--- src/rtl/pmc_pkg.sv ---
package pmc_pkg;
  typedef enum logic [1:0] {
    M_RUN  = 2'b00,
    M_IDLE = 2'b01,
    M_PDN  = 2'b10,
    M_RST  = 2'b11
  } pmode_e;
endpackage

--- src/rtl/pmc_rst_qual.sv ---
module pmc_rst_qual #(
  parameter int MC_OSC   = 12,
  parameter int MC_COUNT = 2
) (
  input  logic clk,
  input  logic pin_i,
  input  logic osc_run_i,
  output logic hit_o
);
  localparam int THR = MC_OSC * MC_COUNT;
  localparam int CW  = $clog2(THR + 1);

  logic [CW-1:0] cnt_q = '0;

  always_ff @(posedge clk) begin
    if (!pin_i) cnt_q <= '0;
    else if (osc_run_i && cnt_q != CW'(THR)) cnt_q <= cnt_q + 1'b1;
  end

  assign hit_o = pin_i && osc_run_i && (cnt_q == CW'(THR - 1));

  // the run-length counter never passes the threshold
  p_cnt_bound_r1: assert property (@(posedge clk) disable iff (!pin_i)
    cnt_q <= CW'(THR));
endmodule

--- src/rtl/pmc_fsm.sv ---
module pmc_fsm
  import pmc_pkg::*;
(
  input  logic   clk,
  input  logic   pin_i,
  input  logic   hit_i,
  input  logic   idl_req_i,
  input  logic   pd_req_i,
  input  logic   irq_i,
  output pmode_e state_o,
  output pmode_e nxt_o,
  output logic   clr_o
);
  pmode_e state_q = M_RST;
  pmode_e nxt;
  logic   clr_q = 1'b0;

  always_comb begin
    nxt = state_q;
    if (hit_i) nxt = M_RST;
    else begin
      unique case (state_q)
        M_RST:  if (!pin_i) nxt = M_RUN;
        M_RUN: begin
          if (!clr_q && pd_req_i)       nxt = M_PDN;
          else if (!clr_q && idl_req_i) nxt = M_IDLE;
        end
        M_IDLE: if (irq_i) nxt = M_RUN;
        M_PDN:  nxt = M_PDN;
        default: nxt = M_RST;
      endcase
    end
  end

  always_ff @(posedge clk) begin
    state_q <= nxt;
    clr_q   <= (state_q == M_IDLE || state_q == M_PDN) && (nxt != state_q);
  end

  assign state_o = state_q;
  assign nxt_o   = nxt;
  assign clr_o   = clr_q;

  // sleep holds while the reset pin is low, whatever the interrupt does
  p_pd_sticky_r6: assert property (@(posedge clk) disable iff (pin_i)
    state_q == M_PDN |=> state_q == M_PDN);
  // a pending interrupt in doze returns to run with a clear strobe
  p_idle_wake_r5: assert property (@(posedge clk) disable iff (pin_i)
    (state_q == M_IDLE && irq_i) |=> (state_q == M_RUN && clr_q));
endmodule

--- src/rtl/pmc_clk_gate.sv ---
module pmc_clk_gate
  import pmc_pkg::*;
(
  input  logic   clk,
  input  logic   pin_i,
  input  pmode_e state_i,
  input  pmode_e nxt_i,
  output logic   osc_en_o,
  output logic   cpu_ce_o,
  output logic   per_ce_o
);
  logic osc_en_q = 1'b1;
  logic ph_q     = 1'b0;
  logic cpu_q    = 1'b0;
  logic per_q    = 1'b0;

  always_ff @(posedge clk) begin
    osc_en_q <= (nxt_i != M_PDN) || pin_i;
    if (osc_en_q) ph_q <= ~ph_q;
    cpu_q <= osc_en_q && !ph_q && (nxt_i == M_RUN);
    per_q <= osc_en_q && !ph_q && (nxt_i == M_RUN || nxt_i == M_IDLE);
  end

  assign osc_en_o = osc_en_q;
  assign cpu_ce_o = cpu_q;
  assign per_ce_o = per_q;

  // no CPU clock outside run
  p_cpu_gated_r3: assert property (@(posedge clk) disable iff (state_i == M_RST)
    state_i != M_RUN |-> !cpu_q);
  // oscillator stays off in sleep while the pin is low
  p_osc_off_r4: assert property (@(posedge clk) disable iff (state_i == M_RST)
    (state_i == M_PDN && !pin_i) |=> !osc_en_q);
endmodule

--- src/rtl/pmc_pin_ovr.sv ---
module pmc_pin_ovr
  import pmc_pkg::*;
(
  input  logic   clk,
  input  pmode_e state_i,
  input  pmode_e nxt_i,
  input  logic   ext_i,
  output logic   ovr_o,
  output logic   ale_o,
  output logic   psen_o,
  output logic   p0f_o,
  output logic   p2a_o
);
  logic ovr_q  = 1'b0;
  logic ale_q  = 1'b1;
  logic psen_q = 1'b1;
  logic p0f_q  = 1'b0;
  logic p2a_q  = 1'b0;
  logic low_pwr, in_pd;

  assign in_pd   = (nxt_i == M_PDN);
  assign low_pwr = (nxt_i == M_IDLE) || in_pd;

  always_ff @(posedge clk) begin
    ovr_q  <= low_pwr;
    ale_q  <= !in_pd;
    psen_q <= !in_pd;
    p0f_q  <= ext_i && low_pwr;
    p2a_q  <= ext_i && (nxt_i == M_IDLE);
  end

  assign ovr_o  = ovr_q;
  assign ale_o  = ale_q;
  assign psen_o = psen_q;
  assign p0f_o  = p0f_q;
  assign p2a_o  = p2a_q;

  // both strobes low whenever sleep is active
  p_pd_strobes_r7: assert property (@(posedge clk) disable iff (state_i == M_RST)
    state_i == M_PDN |-> (ovr_q && !ale_q && !psen_q));
  // port 2 never drives the address in sleep
  p_p2_pd_r8: assert property (@(posedge clk) disable iff (state_i == M_RST)
    state_i == M_PDN |-> !p2a_q);
endmodule

--- src/rtl/pmc_top.sv ---
module pmc_top
  import pmc_pkg::*;
#(
  parameter int MC_OSC   = 12,
  parameter int MC_COUNT = 2
) (
  input  logic       osc_clk_i,
  input  logic       rst_pin_i,
  input  logic       idl_req_i,
  input  logic       pd_req_i,
  input  logic       irq_pend_i,
  input  logic       ext_prog_i,
  output logic       sys_rst_o,
  output logic [1:0] mode_o,
  output logic       req_clr_o,
  output logic       osc_en_o,
  output logic       cpu_ce_o,
  output logic       per_ce_o,
  output logic       pin_ovr_o,
  output logic       ale_o,
  output logic       psen_o,
  output logic       p0_float_o,
  output logic       p2_addr_o
);
  logic   hit;
  pmode_e state, nxt;

  pmc_rst_qual #(.MC_OSC(MC_OSC), .MC_COUNT(MC_COUNT)) u_qual (
    .clk(osc_clk_i), .pin_i(rst_pin_i), .osc_run_i(osc_en_o), .hit_o(hit));

  pmc_fsm u_fsm (
    .clk(osc_clk_i), .pin_i(rst_pin_i), .hit_i(hit), .idl_req_i(idl_req_i),
    .pd_req_i(pd_req_i), .irq_i(irq_pend_i), .state_o(state), .nxt_o(nxt),
    .clr_o(req_clr_o));

  pmc_clk_gate u_cg (
    .clk(osc_clk_i), .pin_i(rst_pin_i), .state_i(state), .nxt_i(nxt),
    .osc_en_o(osc_en_o), .cpu_ce_o(cpu_ce_o), .per_ce_o(per_ce_o));

  pmc_pin_ovr u_pins (
    .clk(osc_clk_i), .state_i(state), .nxt_i(nxt), .ext_i(ext_prog_i),
    .ovr_o(pin_ovr_o), .ale_o(ale_o), .psen_o(psen_o), .p0f_o(p0_float_o),
    .p2a_o(p2_addr_o));

  assign sys_rst_o = (state == M_RST);
  assign mode_o    = state;
endmodule

--- config.mk ---
export PLATFORM = sky130hd
export DESIGN_NAME = pmc_top
export DESIGN_NICKNAME = d
export VERILOG_FILES = /design/src/rtl/pmc_pkg.sv /design/src/rtl/pmc_rst_qual.sv /design/src/rtl/pmc_fsm.sv /design/src/rtl/pmc_clk_gate.sv /design/src/rtl/pmc_pin_ovr.sv /design/src/rtl/pmc_top.sv
export SDC_FILE = /design/constraint.sdc
export NUM_CORES = 1
export LEC_CHECK = 0
export BUFFER_PORTS_ARGS = -buffer_cell sky130_fd_sc_hd__buf_2
export CAP_MARGIN = 20
export CORE_ASPECT_RATIO = 1.25
export CORE_UTILIZATION = 25
export DETAILED_ROUTE_END_ITERATION = 12
export GPL_TIMING_DRIVEN = 1
export PLACE_DENSITY_LB_ADDON = 0.08
export SLEW_MARGIN = 0
export SYNTH_ARGS = -nofsm -noshare
export SYNTH_HDL_FRONTEND = slang
export SYNTH_SLANG_ARGS = --single-unit
--- constraint.sdc ---
create_clock -name osc_clk_i -period 5.1 [get_ports osc_clk_i]
set_input_delay 0.765 -clock osc_clk_i [delete_from_list [all_inputs] [get_ports osc_clk_i]]
set_output_delay 0.765 -clock osc_clk_i [all_outputs]
set_load 0.03 [all_outputs]
==> results of run 1 <==
-- final cells by class --
| type | instances | area (um^2) |
|---|---|---|
| inverters | 10 | 37.5 |
| well taps | 36 | 45.0 |
| fillers | 317 | 2010 |
| clock buffers | 4 | 36.3 |
| repair buffers | 17 | 85.1 |
| multi-input cells | 46 | 398 |
| flip-flops and latches | 16 | 330 |
-- flip-flops by register name, indices dropped and copies added (netlist names) --
signal,count
u_fsm.clr_o,1
u_cg.osc_en_o,1
u_pins.p2a_o,1
u_fsm.state_o,2
u_pins.p0f_o,1
u_cg.per_ce_o,1
u_cg.cpu_ce_o,1
u_pins.ale_o,1
u_pins.ovr_o,1
u_qual.cnt_q,5
u_cg.ph_q,1
-- power groups by stage --
stage	clock network [mW]	logic, mW	registers (mW)
final	0.0839	0.328	0.216
after global routing	0.0938	0.366	0.222
after CTS	0.0878	0.337	0.217
after detailed placement	0	0.335	0.220
after global placement	0	0.338	0.219
after floorplan	0	0.201	0.278
-- kinds of logic after synthesis --
logic type,Yosys count
compound gates,11
xor+xnor,5
fa+ha+maj,8
buf+inv,11
flops,16
mux,1
simple gates,21
-- per-stage QoR --
step	area [um^2]	util	hold slack [ns]	instances	total power, mW
after floorplan	773	-	0.507	73	0.480
after global placement	896	0.304	0.522	125	0.557
after detailed placement	896	0.304	0.531	125	0.555
after CTS	932	0.316	0.551	129	0.642
after global routing	932	0.316	0.579	129	0.682
final	932	0.316	0.545	129	0.628
-- synthesized netlist by cell type --
cell type	instances	area [um^2]
xnor2_1	5	43.8
a2111oi_2	1	15.0
nand2b_4	1	13.8
o21ai_4	1	16.3
and2b_2	1	8.76
o21a_1	2	15.0
a211oi_1	1	7.51
nor2b_1	3	18.8
o21ai_0	1	5.00
a21boi_1	1	7.51
ha_1	8	100
o21bai_1	1	7.51
a311o_2	1	11.3
nor2b_2	1	8.76
dfxtp_1	15	300
nand2_1	2	7.51
nor3b_1	2	15.0
inv_1	10	37.5
and3_1	1	6.26
nor2_2	1	6.26
buf_4	1	7.51
nand2b_1	1	6.26
a32oi_1	1	8.76
a31oi_1	1	6.26
edfxtp_1	1	30.0
mux2i_1	1	10.0
and2_1	6	37.5
nand4_1	1	6.26
nand4b_1	1	8.76
-- final timing paths --
path	cells after the start	endpoint	slack, ns
max	2	sys_rst_o	3.04
min	1	u_cg.ph_q	0.54
max reg2reg	7	u_cg.per_ce_o	3.15
min reg2reg	1	u_cg.ph_q	0.54
-- layout by cell type (no fill, tap or decap), types with 2 or more instances in the layout --
| cell type | n |
|---|---|
| o21a_1 | 2 |
| and2_1 | 6 |
| nand2_1 | 2 |
| dfxtp_1 | 15 |
| ha_1 | 8 |
| nor2b_1 | 3 |
| buf_2 | 17 |
| nor3b_1 | 2 |
| xnor2_1 | 5 |
| clkbuf_4 | 3 |
| inv_1 | 10 |
-- worst max-delay path, cell delays in order (launching register included) --
cell and delay, ns:
dfxtp_1 0.48, ha_1 0.31, buf_2 0.23
-- metal layers --
metal / routed length, um / part of all wire / vias to the layer above / global-route usage
met1: 656 / 0.49 / 237 / 0.106
met2: 607 / 0.45 / 11 / 0.135
met4: 14 / 0.010 / 0 / 0.0608
met3: 67 / 0.050 / 2 / 0.0310
li1: - / - / 280 / -
met5: 0 / 0 / - / 0
==> reports/qor.yml, run 1 <==
fmax_mhz: 485
fp.dieH_um: 64.2
switchingPower_mw: 0.275
n_antenna_cell: 0
critPathArrivalTime_ns: 1.30
synth_xor_area_frac: 0.0566
cts-root-buf: "clkbuf_4"
period_share: 0.405
dp_hpwl_mm: 1.03
path_clk_slew_ns: 0.10
grt_pass1_vias: 495
yosys_warnings: 0
post_cts.repair.setup_buffers: 0
drt_iter0_markers: 1
clockBufferDepth: 2
wl_mm: 1.35
synth_area_um2: 773
cts_tree: "done"
min_path_type: "reg2reg"
swShare: 0.439
synth_mux_area_frac: 0.0129
port-buffer-count: 17
run_status: "finished, final reports clean"
postRouteAntennaNets: 0
pre_cts_ws_ns: 2.92
coreArea_um2: 2950
clk_latency_ns: 0.28
synthSimpleGateAreaFrac: 0.186
overflow: 0
num_vias: 530
syn_nets: 87
grtUsageTotal: 0.0901
vias_per_cell: 4.11
seq_power_share: 0.344
die-area_um2: 3320
crit_type: "reg2out"
place_congestion: 0.750
worst_clock_skew_ns: 0.00451
comb_power_share: 0.523
p_clk_frac: 0.134
fin_tns_setup_ns: 0
drt_pre_antenna_iters: 2
synth_compound_area_frac: 0.129
detail_route.wl_per_cell_um: 10.4
synthAdderAreaFrac: 0.129
irDropWorstVdd_mv: 0.253
crit_path_max_fanout: 7
worst_setup_path_start_kind: "flip-flop"
yosysSeqAreaShare: 0.427
power_density_nw_per_um2: 674
cap_violations: 0
startpoint: "u_fsm.state_o[1]"
maxSlewHeadroom: 0.667
synth_top_family_by_area: "simple AND/OR/NAND/NOR gates"
drc: 0
worstSetupEndpointType: "primary output"
r2r-start: "u_fsm.state_o[1]"
crit_required_ns: 4.34
rsz0062_at_grt: "no"
cts_resized: 0
finalHoldViolations: 0
synth.distinct_cells: 29
p_leak_nw: 0.425
layout.nets: 108
std_cell_rows: 22
finalSetupViolations: 0
antenna_found_initial: 0
die_x_um: 51.7
cts_made_buffers: 3
start_util: 0.263
setup_slack_ns: 3.04
ioPinCount: 18
grt_max_degree: 10
p_int_mw: 0.353
avgSynthCellArea_um2: 10.6
area_delta_synth_final_pct: 20.6
hold_buffers: 0
htree_levels: 1
worstHoldStart: "u_cg.ph_q"
slew_violations: 0
clock_sink_count: 16
grt_pass1_wl_mm: 2.14
tightestPinTransition_ns: 0.497
drive_gt1_frac: 0.301
ys_ff_latch: 16
syn_inst: 73
fin_crit_ns: 2.06
No activity file was read; power rests on OpenSTA's default activity.
==> run 2: changes to the inputs <==
==> constraint.sdc (replaced) <==
create_clock -name osc_clk_i -period 1.9 [get_ports osc_clk_i]
set_input_delay 0.285 -clock osc_clk_i [delete_from_list [all_inputs] [get_ports osc_clk_i]]
set_output_delay 0.285 -clock osc_clk_i [all_outputs]
set_load 0.03 [all_outputs]
==> run 2 against run 1 <==
  * Clock skew hardly changed
  * Non-clock buffer count rose by 1
  * Clock power rose to 2.7 times the previous value
  * Critical path type is now reg2reg
  * Largest power group unchanged
  * Highest routed layer unchanged
==> reports/qor.yml, run 2 (synthesis gave the netlist of run 1 again) <==
run_status: "finished, final reports clean"  # unchanged
fin_cells: 130  # was 129
drive_gt1_frac: 0.351  # was 0.301
nFillCells: 312  # was 317
finalSetupViolations: 0  # unchanged
finalHoldViolations: 0  # unchanged
htree_levels: 1  # unchanged
r2r_slack_ns: 0.09  # was 3.15 ns
cts-root-buf: "clkbuf_4"  # unchanged
p_int_mw: 0.983  # was 0.353 mW
power_density_nw_per_um2: 1820  # was 674 nW/um^2
maxSlewHeadroom: 0.731  # was 0.667
dp_hpwl_mm: 1.08  # was 1.03 mm
n_antenna_cell: 0  # unchanged
clock_sink_count: 16  # unchanged
die_x_um: 51.7  # unchanged
crit_path_max_fanout: 7  # unchanged
holdPathEnd: "u_pins.p0f_o"  # was u_cg.ph_q
overflow: 0  # unchanged
worst_clock_skew_ns: 0.00404  # was 0.00451 ns
die-area_um2: 3320  # unchanged
postRouteAntennaNets: 0  # unchanged
fmax_mhz: 552
multi_input_comb_area_um2: 418  # was 398 um^2
layout.nets: 109  # was 108
crit_required_ns: 2.09  # was 4.34 ns
grt_pass1_wl_mm: 2.44  # was 2.14 mm
r2r-start: "u_fsm.state_o[1]"  # unchanged
largest_register_ffs: 5  # unchanged
start_util: 0.263  # unchanged
grt_max_degree: 10  # unchanged
final_cell_mix: "buf_2, dfxtp_1, inv_1"  # unchanged
cap_violations: 0  # unchanged
critPathArrivalTime_ns: 2.00  # was 1.30 ns
hold_buffers: 0  # unchanged
worst_setup_path_start_kind: "flip-flop"  # unchanged
coreArea_um2: 2950  # unchanged
path_clk_slew_ns: 0.10  # about the same
worstSetupEndpointType: "flip-flop"  # was primary output
fin_crit_ns: 1.81
cts_made_buffers: 3  # unchanged
fin_tns_setup_ns: 0  # unchanged
switchingPower_mw: 0.773  # was 0.275 mW
detail_route.wl_per_cell_um: 11.0  # was 10.4 um
clockBufferDepth: 2  # unchanged
dpl.cell_count: 126  # was 125
worstHoldStart: "ext_prog_i"  # was u_cg.ph_q
place_congestion: 0.725  # was 0.750
seq_power_share: 0.340  # was 0.344
period_share: 0.953
drt_iter0_markers: 8  # was 1
rsz0062_at_grt: "no"  # unchanged
grtUsageTotal: 0.100  # was 0.0901
antenna_found_initial: 0  # unchanged
p_leak_nw: 0.434  # was 0.425 nW
worstReg2RegEnd: "u_cg.per_ce_o"  # unchanged
min_path_type: "in2reg"  # was reg2reg
min_path_cells: 2  # was 1
area_delta_synth_final_pct: 24.8  # was 20.6%
top_register: "u_qual.cnt_q"  # unchanged
ioPinCount: 18  # unchanged
final_common_cell: "buf_2"  # unchanged
std_cell_rows: 22  # unchanged
swShare: 0.440  # was 0.439
cts_tree: "done"  # unchanged
p_clk_frac: 0.130  # was 0.134
grt_pass1_vias: 486  # was 495
drt_pre_antenna_iters: 2  # unchanged
post_cts.repair.setup_buffers: 0  # unchanged
wl_mm: 1.43  # was 1.35 mm
num_vias: 550  # was 530
irDropWorstVdd_mv: 0.785  # was 0.253 mV
cts_resized: 0  # unchanged
slew_violations: 0  # unchanged
fp.dieH_um: 64.2  # unchanged
drc: 0  # unchanged
port-buffer-count: 17  # unchanged
tightestPinTransition_ns: 0.400  # was 0.497 ns
clk_latency_ns: 0.28  # about the same
crit_type: "reg2reg"  # was reg2out
seq_area_um2: 335  # was 330 um^2
vias_per_cell: 4.23  # was 4.11
reg2reg_depth: 7  # unchanged
comb_power_share: 0.531  # was 0.523
==> run 2: changes by cell type in the layout (fill, tap and decap cells not counted), sizes merged <==
cell,delta
buf,+1
==> run 2: cell type report <==
cell class / count / share of cell area
clock buffer: 4 / 0.0376
inverter: 10 / 0.0389
multi-input combinational: 46 / 0.433
sequential: 16 / 0.348
tap: 36 / 0.0467
timing repair buffer: 18 / 0.0960
==> run 2: worst max-delay path by stage <==
| stage | start | end | slack (ns) | depth (start not counted) |
|---|---|---|---|---|
| after CTS | u_fsm.state_o[1] | u_cg.per_ce_o | 0.04 | 7 |
| after global placement | u_fsm.state_o[1] | u_cg.per_ce_o | 0.11 | 7 |
| after global routing | u_fsm.state_o[1] | u_cg.per_ce_o | 0.005 | 7 |
| after floorplan | u_fsm.state_o[1] | u_cg.per_ce_o | 0.03 | 7 |
| after detailed placement | u_fsm.state_o[1] | u_cg.per_ce_o | 0.06 | 7 |
| final | u_fsm.state_o[1] | u_cg.per_ce_o | 0.09 | 7 |
==> run 2: metal layers <==
metal | global-route usage | part of all wire
met1 | 0.138 | 0.50
met2 | 0.144 | 0.44
met3 | 0.0214 | 0.039
met4 | 0.0507 | 0.021
met5 | 0 | 0
==> run 2: through the flow <==
stage	power (mW)	worst slack, ns	utilization	hold slack, ns	area, um^2
after floorplan	1.31	0.0328	-	0.386	788
after global placement	1.54	0.110	0.312	0.522	918
after detailed placement	1.55	0.0632	0.312	0.513	918
after CTS	1.78	0.0378	0.324	0.213	955
after global routing	1.93	0.00487	0.328	0.217	965
final	1.76	0.0887	0.328	0.217	965
==> run 2: worst max-delay path, stage by stage, from the launching register on <==
cell	delay [ns]
dfxtp_4	0.41
inv_1	0.07
ha_1	0.17
nor3b_1	0.14
o21a_1	0.16
a311o_2	0.36
ha_1	0.23
o21a_1	0.18
==> run 2: power groups by stage <==
stage                     combinational [mW]  clock, mW  sequential [mW]
after global routing                    1.04      0.261            0.626
after CTS                              0.948      0.239            0.597
after detailed placement               0.941          0            0.605
final                                  0.932      0.227            0.597
after floorplan                        0.549          0            0.762
after global placement                 0.939          0            0.601
